File: config.mk
export PLATFORM = sky130hd
export DESIGN_NAME = pageRouter
export DESIGN_NICKNAME = d
export VERILOG_FILES = /design/src/rtl/pageRouterPkg.sv /design/src/rtl/pageRouterCtrl.sv /design/src/rtl/pageRouterData.sv /design/src/rtl/pageRouter.sv
export SDC_FILE = /design/constraint.sdc
export NUM_CORES = 1
export LEC_CHECK = 0
export ABC_AREA = 1
export BUFFER_PORTS_ARGS = -buffer_cell sky130_fd_sc_hd__buf_2
export CORE_AREA = 2 2 184 186
export DETAILED_ROUTE_END_ITERATION = 6
export DIE_AREA = 0 0 186 188
export SYNTH_ARGS = -nofsm -noshare
export SYNTH_HDL_FRONTEND = slang
export SYNTH_SLANG_ARGS = --single-unit
File: constraint.sdc
create_clock -name clk -period 2.1 [get_ports clk]
set_clock_uncertainty 0.15 [all_clocks]
set_input_delay 0.42 -clock clk [delete_from_list [all_inputs] [get_ports clk]]
set_output_delay 0.42 -clock clk [all_outputs]
set_load 0.03 [all_outputs]
File: src/rtl/pageRouterPkg.sv
package pageRouterPkg;

  localparam int NUM_TGT = 9;

  localparam logic [1:0] SZ_BYTE = 2'd0;
  localparam logic [1:0] SZ_HALF = 2'd1;
  localparam logic [1:0] SZ_WORD = 2'd2;

  typedef enum logic [3:0] {
    TGT_BOOT   = 4'd0,
    TGT_EWRAM  = 4'd1,
    TGT_IWRAM  = 4'd2,
    TGT_IO     = 4'd3,
    TGT_PAL    = 4'd4,
    TGT_VRAM   = 4'd5,
    TGT_OAM    = 4'd6,
    TGT_CART   = 4'd7,
    TGT_BACKUP = 4'd8,
    TGT_NONE   = 4'd9
  } tgtId_e;

  // Request-cycle strobes from control to datapath
  typedef struct packed {
    logic   fwd;
    logic   err;
    tgtId_e tgt;
  } fwdStrobe_t;

  // Registered response-cycle strobes from control to datapath
  typedef struct packed {
    logic       valid;
    logic       err;
    tgtId_e     tgt;
    logic [1:0] size;
  } rspStrobe_t;

endpackage

File: src/rtl/pageRouterCtrl.sv
module pageRouterCtrl
  import pageRouterPkg::*;
#(
  parameter int ADDR_W = 32,
  parameter int PAGE_W = 8
) (
  input  logic              clk,
  input  logic              rstN,
  input  logic              reqValid,
  input  logic              reqWrite,
  input  logic [1:0]        reqSize,
  input  logic [ADDR_W-1:0] reqAddr,
  output fwdStrobe_t        fwdStb,
  output rspStrobe_t        rspStb
);

  localparam int PAGE_LO = ADDR_W - PAGE_W;

  logic [PAGE_W-1:0] page;
  logic              isByte;

  assign page   = reqAddr[ADDR_W-1:PAGE_LO];
  assign isByte = (reqSize == SZ_BYTE);

  always_comb begin
    fwdStb.fwd = 1'b0;
    fwdStb.err = 1'b0;
    fwdStb.tgt = TGT_NONE;
    if (page == PAGE_W'(0)) begin
      if (reqWrite) begin
        fwdStb.err = 1'b1;
      end else begin
        fwdStb.fwd = 1'b1;
        fwdStb.tgt = TGT_BOOT;
      end
    end else if (page == PAGE_W'(2) || page == PAGE_W'(3) || page == PAGE_W'(4)) begin
      fwdStb.fwd = 1'b1;
      fwdStb.tgt = (page == PAGE_W'(2)) ? TGT_EWRAM :
                   (page == PAGE_W'(3)) ? TGT_IWRAM : TGT_IO;
    end else if (page >= PAGE_W'(5) && page <= PAGE_W'(7)) begin
      if (!(reqWrite && isByte)) begin
        fwdStb.fwd = 1'b1;
        fwdStb.tgt = (page == PAGE_W'(5)) ? TGT_PAL :
                     (page == PAGE_W'(6)) ? TGT_VRAM : TGT_OAM;
      end
    end else if (page >= PAGE_W'(8) && page <= PAGE_W'(13)) begin
      if (!reqWrite) begin
        fwdStb.fwd = 1'b1;
        fwdStb.tgt = TGT_CART;
      end
    end else if (page == PAGE_W'(14) || page == PAGE_W'(15)) begin
      fwdStb.fwd = 1'b1;
      fwdStb.tgt = TGT_BACKUP;
    end else begin
      fwdStb.err = 1'b1;
    end
  end

  always_ff @(posedge clk or negedge rstN) begin
    if (!rstN) begin
      rspStb.valid <= 1'b0;
      rspStb.err   <= 1'b0;
      rspStb.tgt   <= TGT_NONE;
      rspStb.size  <= SZ_BYTE;
    end else begin
      rspStb.valid <= reqValid;
      rspStb.err   <= reqValid && fwdStb.err;
      rspStb.tgt   <= (reqValid && fwdStb.fwd) ? fwdStb.tgt : TGT_NONE;
      rspStb.size  <= reqSize;
    end
  end

endmodule

File: src/rtl/pageRouterData.sv
module pageRouterData
  import pageRouterPkg::*;
#(
  parameter int ADDR_W = 32,
  parameter int DATA_W = 32
) (
  input  logic                      reqValid,
  input  logic [1:0]                reqSize,
  input  logic [ADDR_W-1:0]         reqAddr,
  input  logic [DATA_W-1:0]         reqWdata,
  input  fwdStrobe_t                fwdStb,
  input  rspStrobe_t                rspStb,
  input  logic [NUM_TGT*DATA_W-1:0] tgtRdata,
  output logic [NUM_TGT-1:0]        tgtSel,
  output logic [ADDR_W-1:0]         tgtAddr,
  output logic [DATA_W-1:0]         tgtWdata,
  output logic [DATA_W-1:0]         rspData
);

  localparam int LANES = DATA_W / 8;

  // One select line per target
  for (genvar i = 0; i < NUM_TGT; i++) begin : g_sel
    assign tgtSel[i] = reqValid && fwdStb.fwd && (fwdStb.tgt == tgtId_e'(i));
  end

  logic isBackup;
  assign isBackup = (fwdStb.tgt == TGT_BACKUP);

  // Address alignment
  always_comb begin
    tgtAddr = reqAddr;
    if (!isBackup) begin
      if (reqSize[1])      tgtAddr[1:0] = 2'b00;
      else if (reqSize[0]) tgtAddr[0]   = 1'b0;
    end
  end

  // Backup write lane pick (rotate right, keep low byte)
  logic [1:0]        laneIdx;
  logic [DATA_W-1:0] shifted;
  always_comb begin
    if (reqSize[1])      laneIdx = reqAddr[1:0];
    else if (reqSize[0]) laneIdx = {1'b0, reqAddr[0]};
    else                 laneIdx = 2'b00;
    shifted  = reqWdata >> {laneIdx, 3'b000};
    tgtWdata = isBackup ? {{(DATA_W-8){1'b0}}, shifted[7:0]} : reqWdata;
  end

  // Response mux from registered select
  logic [DATA_W-1:0] rdSel;
  always_comb begin
    rdSel = '0;
    for (int i = 0; i < NUM_TGT; i++) begin
      if (rspStb.tgt == tgtId_e'(i)) rdSel = tgtRdata[i*DATA_W +: DATA_W];
    end
  end

  // Byte replication for backup reads
  int                laneCnt;
  logic [DATA_W-1:0] replWord;
  assign laneCnt = rspStb.size[1] ? LANES : (rspStb.size[0] ? 2 : 1);

  for (genvar k = 0; k < LANES; k++) begin : g_repl
    assign replWord[k*8 +: 8] = (k < laneCnt) ? rdSel[7:0] : 8'h00;
  end

  always_comb begin
    if (!rspStb.valid)                rspData = '0;
    else if (rspStb.tgt == TGT_BACKUP) rspData = replWord;
    else                               rspData = rdSel;
  end

endmodule

File: src/rtl/pageRouter.sv
module pageRouter
  import pageRouterPkg::*;
#(
  parameter int ADDR_W = 32,
  parameter int DATA_W = 32,
  parameter int PAGE_W = 8
) (
  input  logic                      clk,
  input  logic                      rstN,
  input  logic                      reqValid,
  input  logic                      reqWrite,
  input  logic [1:0]                reqSize,
  input  logic [ADDR_W-1:0]         reqAddr,
  input  logic [DATA_W-1:0]         reqWdata,
  output logic [NUM_TGT-1:0]        tgtSel,
  output logic                      tgtWrite,
  output logic [1:0]                tgtSize,
  output logic [ADDR_W-1:0]         tgtAddr,
  output logic [DATA_W-1:0]         tgtWdata,
  input  logic [NUM_TGT*DATA_W-1:0] tgtRdata,
  output logic                      rspValid,
  output logic [DATA_W-1:0]         rspData,
  output logic                      rspErr
);

  fwdStrobe_t fwdStb;
  rspStrobe_t rspStb;

  pageRouterCtrl #(.ADDR_W(ADDR_W), .PAGE_W(PAGE_W)) uCtrl (
    .clk(clk), .rstN(rstN), .reqValid(reqValid), .reqWrite(reqWrite),
    .reqSize(reqSize), .reqAddr(reqAddr), .fwdStb(fwdStb), .rspStb(rspStb)
  );

  pageRouterData #(.ADDR_W(ADDR_W), .DATA_W(DATA_W)) uData (
    .reqValid(reqValid), .reqSize(reqSize), .reqAddr(reqAddr),
    .reqWdata(reqWdata), .fwdStb(fwdStb), .rspStb(rspStb),
    .tgtRdata(tgtRdata), .tgtSel(tgtSel), .tgtAddr(tgtAddr),
    .tgtWdata(tgtWdata), .rspData(rspData)
  );

  assign tgtWrite = reqWrite;
  assign tgtSize  = reqSize;
  assign rspValid = rspStb.valid;
  assign rspErr   = rspStb.err;

endmodule

Word level (Yosys, flattened, before mapping)
Index checks and enable logic that the tools add are counted.
- input bits: 358
- flip-flop bits (word level): 8
- logic and storage cells: 105
- equality and inequality tests: 23
- shift operators: 1
- reductions and logical operators: 21
- order comparisons: 8
- multiplexer cells: 48
- operators with widths (operator ; count):
    2-to-1 mux 32 bit ; 13
    less-than comparator 3 x 32 -> 1 bit (first input constant) ; 2
    2-to-1 mux 4 bit ; 9
    == test 4 x 3 -> 1 bit (second input constant) ; 8
    less-than comparator 1 x 32 -> 1 bit (first input constant) ; 1
    less-than comparator 2 x 32 -> 1 bit (first input constant) ; 1
    2-to-1 mux 8 bit ; 4
    right shift 32 x 5 -> 8 bit ; 1
    == test 8 x 3 -> 1 bit (second input constant) ; 3
    2-to-1 mux 1 bit ; 17
    == test 4 x 2 -> 1 bit (second input constant) ; 4
    == test 8 x 2 -> 1 bit (second input constant) ; 2
    == test 8 x 4 -> 1 bit (second input constant) ; 2
    logical AND 1 bit ; 14
    == test 4 x 1 -> 1 bit (second input constant) ; 2
    == test 4 bit (second input constant) ; 2
    greater-or-equal comparator 8 x 3 -> 1 bit (second input constant) ; 1
    greater-or-equal comparator 8 x 4 -> 1 bit (second input constant) ; 1
    <= comparator 8 x 3 -> 1 bit (second input constant) ; 1
    <= comparator 8 x 4 -> 1 bit (second input constant) ; 1
    zero test 4 bit ; 2
    zero test 8 bit ; 1
    2-to-1 mux 2 bit ; 4
    2-to-1 mux 6 bit ; 1
    other kinds (2) ; 4

Depth between registers and ports, before layout
Gate-level depths: netlist of run 1.
- depth after elaboration: 13
- depth in mapped cells: 12

Hierarchy
Synthesis of run 1 repeated with hierarchy kept, for this count alone.
- cells, all modules: 858
- area total of the unflattened synthesis: 4112.7 µm²
- by module, submodules not included (module ; cells an instance ; area an instance (µm²) ; instances ; sequential area each (µm²)):
    pageRouterData ; 788 ; 3555.9 ; 1 ; 0.0
    pageRouterCtrl ; 67 ; 534.3 ; 1 ; 202.7
    pageRouter ; 3 ; 22.5 ; 1 ; 0.0

Worst setup path after synthesis of run 1
OpenSTA, ideal clock, no wires.
- path type: input -> output
- from: input reqAddr[29]
- to: output tgtAddr[1]
- arrival time: 1.909 ns
- stages: 7
- data required time: 1.530 ns
- slack: -0.379 ns
- path through: nor2_1 > nand2_1 > nor2_1 > nand2_1 > buf_2 > clkbuf_1 > a21boi_0
- word-level cells in the longest chain between the ends: 9
- elaborated cells on any way between the ends: 29
- ends and longest elaborated chain (item ; line ; text):
    start, declared ; pageRouter.sv:13 ; input logic [ADDR_W-1:0] reqAddr,
    parallel branches: the longest is 6 deep, another holds greater-or-equal comparator 8 x 4 -> 1 bit ; -- ;
    2-to-1 mux 6 bit * ; pageRouterCtrl.sv:29 ; if (page == PAGE_W'(0)) begin
    == test 4 bit * ; pageRouterData.sv:28 ; assign isBackup = (fwdStb.tgt == TGT_BACKUP);
    2-to-1 mux 2 bit * ; pageRouterData.sv:33 ; if (!isBackup) begin
    end, declared ; pageRouter.sv:18 ; output logic [ADDR_W-1:0] tgtAddr,
Every way passes the cells marked *.

Final worst setup path of run 1
- from: register, netlist name uCtrl.rspStb[5]
- to: output rspData[30]
- word-level cells in the longest chain between the ends: 13
- elaborated cells on any way between the ends: 21
- ends and longest elaborated chain (item ; line ; text):
    zero test 4 bit ; pageRouterData.sv:55 ; if (rspStb.tgt == tgtId_e'(i)) rdSel = tgtRdata[i*DATA_W +: DATA_W];
    2-to-1 mux 32 bit (9 in series) ; pageRouterData.sv:55 ;
    2-to-1 mux 8 bit ; pageRouterData.sv:65 ; assign replWord[k*8 +: 8] = (k < laneCnt) ? rdSel[7:0] : 8'h00;
    2-to-1 mux 32 bit * ; pageRouterData.sv:70 ; else if (rspStb.tgt == TGT_BACKUP) rspData = replWord;
    2-to-1 mux 32 bit * ; pageRouterData.sv:69 ; if (!rspStb.valid) rspData = '0;
    end, declared ; pageRouter.sv:22 ; output logic [DATA_W-1:0] rspData,
Mark *: on every way between the ends. The rest lies on a longest branch, timed or not.

==> results of run 1 <==
## cells in the final DEF, fill, tap and decap left out, drive strengths merged
master	instances
buf	587
clkinv	4
and3	1
a21boi	1
dfstp	2
clkbuf	5
dfrtp	6
nand4	36
a21oi	25
o21ai	39
diode	4
nand2	234
a31oi	1
nor2	125
or2	14
nor3	5
bufbuf	1
nand3	129
dlygate4sd3	1
o21a	1
inv	100
o211ai	9
## worst paths after layout
path	start	endpoint	slack (ns)	depth (start not counted)
max in group asynchronous	rstN	uCtrl.rspStb[2]	1.08	2
worst max-delay path	uCtrl.rspStb[5]	rspData[30]	-0.67	11
worst min-delay path	reqValid	uCtrl.rspStb[7]	0.15	1
min in group asynchronous	rstN	uCtrl.rspStb[6]	0.43	2
## cells in the mapped netlist, drive strengths merged
cell / number
nand3: 129
nor2: 123
or2: 14
o21a: 1
buf: 59
inv: 102
a21oi: 25
and3: 1
a21boi: 1
clkbuf: 15
nor3: 5
nand2: 234
o21ai: 39
clkinv: 2
o211ai: 9
dfstp: 2
nand4: 36
dfrtp: 6
a31oi: 1
## logic make-up (layout without fill, tap and decap cells)
group                  Yosys count  in the layout  synth area share, %
buffers and inverters          178            698                 21.9
flip-flops                       8              8                 5.29
other                            0              4                    0
AND/OR/NAND/NOR                542            544                 62.1
AO/OA/AOI/OAI                   76             76                 10.7
## report_power, final
part	switching, µW	total, µW	leakage (µW)	internal [µW]
logic	480	934	0.00501	454
clock network	95.7	351	0.0000382	255
registers	2.66	162	0.0000958	159
## area by class of cell
class	instances	area share (%)
antenna	4	0.102
multi-input combinational	620	40.9
timing repair buffer	590	46.0
tap	448	5.69
inverter	104	4.43
clock buffer	4	0.800
sequential	8	2.06
## per-layer routing
layer	vias to the layer above	wire, µm	GRT usage [%]	part of all wire (%)
li1	3607	-	-	-
met1	3545	12400	19.1	35
met2	447	18500	36.9	53
met3	109	2370	2.49	6.7
met4	2	1790	7.57	5.1
met5	-	13	0	0.037
## through the flow
stage	total power [µW]	util, %	area, µm²	hold WS (ns)	TNS [ns]
global placement	896	22.0	7300	0.159	-29.68
global route	1520	29.8	9850	0.146	-25.58
floorplan	488	-	4090	-0.0256	-0.747
CTS	1380	27.8	9190	0.146	-20.60
detailed placement	895	22.0	7300	0.160	-29.24
finish	1450	29.8	9850	0.151	-20.63
## what timing repair did
action                                  in CTS  in global routing
buffers inserted                            49                 15
endpoints found under the hold margin        6                  0
endpoints found under the setup margin      75                 75
cloned                                      11                  1
pin swaps                                   80                 77
hold buffers                                 1                  0
gates resized for setup                    343                166
==> metrics.md, run 1 <==
| Metric | Value |
|---|---|
| Status | `finished with violations` |
| Failing checks | `setup timing` |
| Place WS | `-0.728 ns` |
| Fmax achieved | `361 MHz` |
| Max reg flops | `8` |
| Vias | `7710` |
| Core area | `roughly 33000 µm²` |
| Relative slew slack | `70.3%` |
| Fin. Hold Viols | `0` |
| Rows | `67` |
| Root Driver | `clkbuf_16` |
| DR pass1 iterations | `5` |
| Cell Area, Synth | `3830 µm²` |
| Bufs and invs on worst path | `6` |
| Placed cells | `1700` |
| Syn nets | `1162` |
| Starting Density | `11.6%` |
| Critical-path top delay cell | `dfstp_2` |
| Setup CP Type | `reg2out` |
| CTS Buf Count | `3` |
| Residual DRC | `0` |
| GRT Overall Usage | `18.6%` |
| Register bank with the most flops | `uCtrl.rspStb` |
| CTS tree | `built` |
| Final non-filler cell total | `1778` |
| CP max FO | `7` |
| FF/Latch Area | `roughly 200 µm²` |
| Unique masters post-synth | `29` |
| Largest delay share family, worst path | `buffers and inverters` |
| Synthesis warning total | `0` |
| Worst-Margin Slew | `0.444 ns` |
| Share of layout cells above drive strength 1 | `63.2%` |
| DRT iter0 DRCs | `274` |
| CP cell instances | `buf_8 -> nor2_4 -> buf_12 -> nand2_8 -> clkinv_8 -> buf_12 -> buf_16 -> nand2_2 -> nand4_1 -> o21a_1 -> buf_6` |
| Largest regs | `uCtrl.rspStb x8` |
| Crit start category | `register` |
| DR WL/cell | `roughly 20 µm` |
| Filler cell count | `3568` |
| Max-Cap Viols | `0` |
| Number of global-route vias before repair | `approximately 7.7k` |
| Final Cycle Share | `132%` |
| Worst path arrival time | `between 2 and 2.5 ns` |
| Die Area | `35000 µm²` |
| CTS HTree Levels | `1` |
| Final nets | `1685` |
| Final WL | `~35000 µm` |
| Detailed placer's ending HPWL | `27300 µm` |
| Gpl congestion | `0.897` |
| Worst setup margin | `-0.666 ns` |
| Yosys reg bits | `8` |
| Minimum clock period | `2.77 ns` |
| Yosys top cell area share | `22.7%` |
| Clock buffer depth | `2` |
| Worst EP required | `1.53 ns` |
| Top cells by area, synth | `nand2_1, nand3_1, nor2_1, inv_1, buf_4` |
| Slew Viols, Final | `0` |
| HP Class | `in2reg` |
| I/O pin total | `around 470` |
| Mean area per synthesized cell | `4.76 µm²` |
| Largest net degree at the start of global routing | `31` |
| First-pass GRT wire length | `47200 µm` |
| Worst VDD drop | `0.000243 V` |
| Area growth, synth to finish | `157%` |
| Area occupied by multi-input gates | `about 4000 µm²` |
| Grt total ovfl | `0` |
| Area leader, netlist | `nand2_1` |
| PortBufs | `399` |
| # clock sinks | `8` |
| Crit path largest cell delay | `0.54 ns` |
| Die W | `about 190 µm` |
| Final setup viols | `~70` |
| Critical Path Sink Type | `output port` |
| Leak pwr | `between 0.005 and 0.006 µW` |
| Unrepaired setup endpoints after global routing | `true` |
| Register area share after synthesis | `5.29%` |
| Pwr per Cell Area | `147 nW/µm²` |
| Most used cell, CP | `buf_12` |
| Antenna Nets Post-Route | `0` |
| Via density | `roughly 4.3` |
| Cell count after synthesis | `804` |
| Reg clk slew, reported paths | `0.05 ns` |
| Die height | `188 µm` |
| Initial antenna violation count | `9` |
No activity file was read; power rests on OpenSTA's default activity.
==> inputs of run 2 (changes only) <==
SKIP_CTS_REPAIR_TIMING = 1   (was unset)
==> run 2 against run 1 <==
Effect of this change:
- the run still ends with setup timing left
- final area fell by 7.2%
- routed wire length down 4.1%
- utilization is 2.1 points lower
- final cell count fell by 1.6%
- critical path depth up 3
- via count is 3.3% lower
- global-route usage is 2.0 points lower
- critical path type unchanged
- critical endpoint is now rspData[12]
==> metrics.md, run 2 (synthesis results as in run 1) <==
| Metric | Value |
|---|---|
| Status | `finished with violations` |
| Failing checks | `setup timing` |
| Grt total ovfl | `0` |
| Met1 Resource Use GR | `17.1%` |
| Unrepaired setup endpoints after global routing | `true` |
| Share of layout cells above drive strength 1 | `59.4%` |
| Clock buffer depth | `2` |
| Final Cycle Share | `134%` |
| Worst VDD drop | `0.000235 V` |
| Most frequent cells in the layout | `buf_2, nand2_1, buf_4` |
| Power Total | `1400 µW` |
| Relative slew slack | `between 60% and 70%` |
| Residual DRC | `0` |
| Starting Density | `about 12%` |
| Die W | `approximately 190 µm` |
| Crit start category | `register` |
| CTS Buf Count | `3` |
| Max-Cap Viols | `0` |
| Slew Viols, Final | `0` |
| Number of global-route vias before repair | `7023` |
| CTS tree | `built` |
| Worst setup margin | `-0.706 ns` |
| I/O pin total | `468` |
| Root Driver | `clkbuf_16` |
| Initial antenna violation count | `8` |
| Hold_ws | `about 0.15 ns` |
| Die Area | `between 30000 and 40000 µm²` |
| # clock sinks | `8` |
| HP Class | `in2reg` |
| Worst path arrival time | `2.24 ns` |
| Launch point of the worst path | `uCtrl.rspStb[2]` |
| Final WL | `33600 µm` |
| Minimum clock period | `2.81 ns` |
| Most common cell after layout, fill and taps aside | `buf_2` |
| GRT Overall Usage | `16.6%` |
| Core area | `33100 µm²` |
| CP max FO | `5` |
| Worst-Margin Slew | `between 0.4 and 0.5 ns` |
| Vias | `7459` |
| DRT iter0 DRCs | `320` |
| Reg clk slew, reported paths | `roughly 0.05 ns` |
| Fin. Hold Viols | `0` |
| Via density | `4.26` |
| Grt met2 use | `33.0%` |
| Critical Path Sink Type | `output port` |
| Setup CP Type | `reg2out` |
| Place WS | `-0.728 ns` |
| Max reg flops | `8` |
| Detailed placer's ending HPWL | `27300 µm` |
| Pwr per Cell Area | `between 150 and 200 nW/µm²` |
| Largest regs | `uCtrl.rspStb x8` |
| DR WL/cell | `19.2 µm` |
| Area growth, synth to finish | `139%` |
| Fmax achieved | `356 MHz` |
| GRT busiest layer | `met2` |
| Gpl congestion | `0.897` |
| Rows | `67` |
| Global Route met3 Usage | `2.16%` |
| Largest net degree at the start of global routing | `31` |
| Antenna Nets Post-Route | `0` |
| First-pass GRT wire length | `42300 µm` |
| Worst EP required | `1.53 ns` |
| Hold_sp | `reqValid` |
| Final setup viols | `63` |
| Register bank with the most flops | `uCtrl.rspStb` |
| CTS HTree Levels | `1` |
| Post-Route Utilization | `27.6%` |
| Leak pwr | `0.00490 µW` |
| PortBufs | `399` |
| Die height | `188 µm` |
| Final nets | `roughly 1.7k` |
| DR pass1 iterations | `5` |
run 2: cell types whose count changed in the layout (fill, tap and decap cells not counted), moves of 3 or more:
cell and change:
nand2_8 -3, o21ai_0 +6, o21ai_4 -4, nand2_1 +18, nand3_1 +3, nand3_4 -4
buf_4 +5, buf_16 -8, clkbuf_16 +6, nor2_4 -12, nor2_1 +9, buf_6 -27
nand2_2 -14
run 2: path summary, 6_finish.rpt:
check / to / slack, ns / depth (start not counted)
worst max-delay path: rspData[12] / -0.71 / 14
worst min-delay path: uCtrl.rspStb[7] / 0.15 / 1
max in group asynchronous: uCtrl.rspStb[2] / 1.07 / 2
min in group asynchronous: uCtrl.rspStb[6] / 0.43 / 2
run 2: power breakdown:
| part | switching [µW] | internal [µW] | leakage, µW |
|---|---|---|---|
| registers | 2.93 | 159 | 0.0000958 |
| clock network | 92.2 | 255 | 0.0000382 |
| logic | 455 | 436 | 0.00476 |
| total | 550 | 850 | 0.00490 |
run 2: final cells by class:
type / instances / area, µm²
diodes: 3 / 7.51
fillers: 3647 / 24000
repair buffers: 564 / 4130
multi-input cells: 619 / 3740
flip-flops and latches: 8 / 203
inverters: 104 / 424
clock buffers: 4 / 78.8
well taps: 448 / 561
run 2: stage by stage:
step	cell area (µm²)	TNS, ns	std cells
floorplan	4090	-0.747	804
global placement	7300	-29.68	1700
CTS	7380	-36.95	1704
detailed placement	7300	-29.24	1700
finish	9140	-22.53	1750
global route	9140	-27.98	1749
run 2: critical path, stage by stage, from the launching register on:
cell     delay (ns)
dfstp_2        0.57
inv_2          0.05
buf_6          0.11
nor2_4         0.19
buf_6          0.15
buf_12         0.12
nand3_2        0.06
nand3_2        0.07
nand2_2        0.07
nand2_2        0.09
nand2_4        0.06
nand4_1        0.10
nand2_1        0.09
nor2_4         0.13
buf_6          0.14
run 2: metal layers:
| layer | vias to the layer above | wire [µm] |
|---|---|---|
| li1 | 3542 | - |
| met1 | 3393 | 12200 |
| met2 | 427 | 17600 |
| met3 | 95 | 2020 |
| met4 | 2 | 1750 |
| met5 | - | 13 |
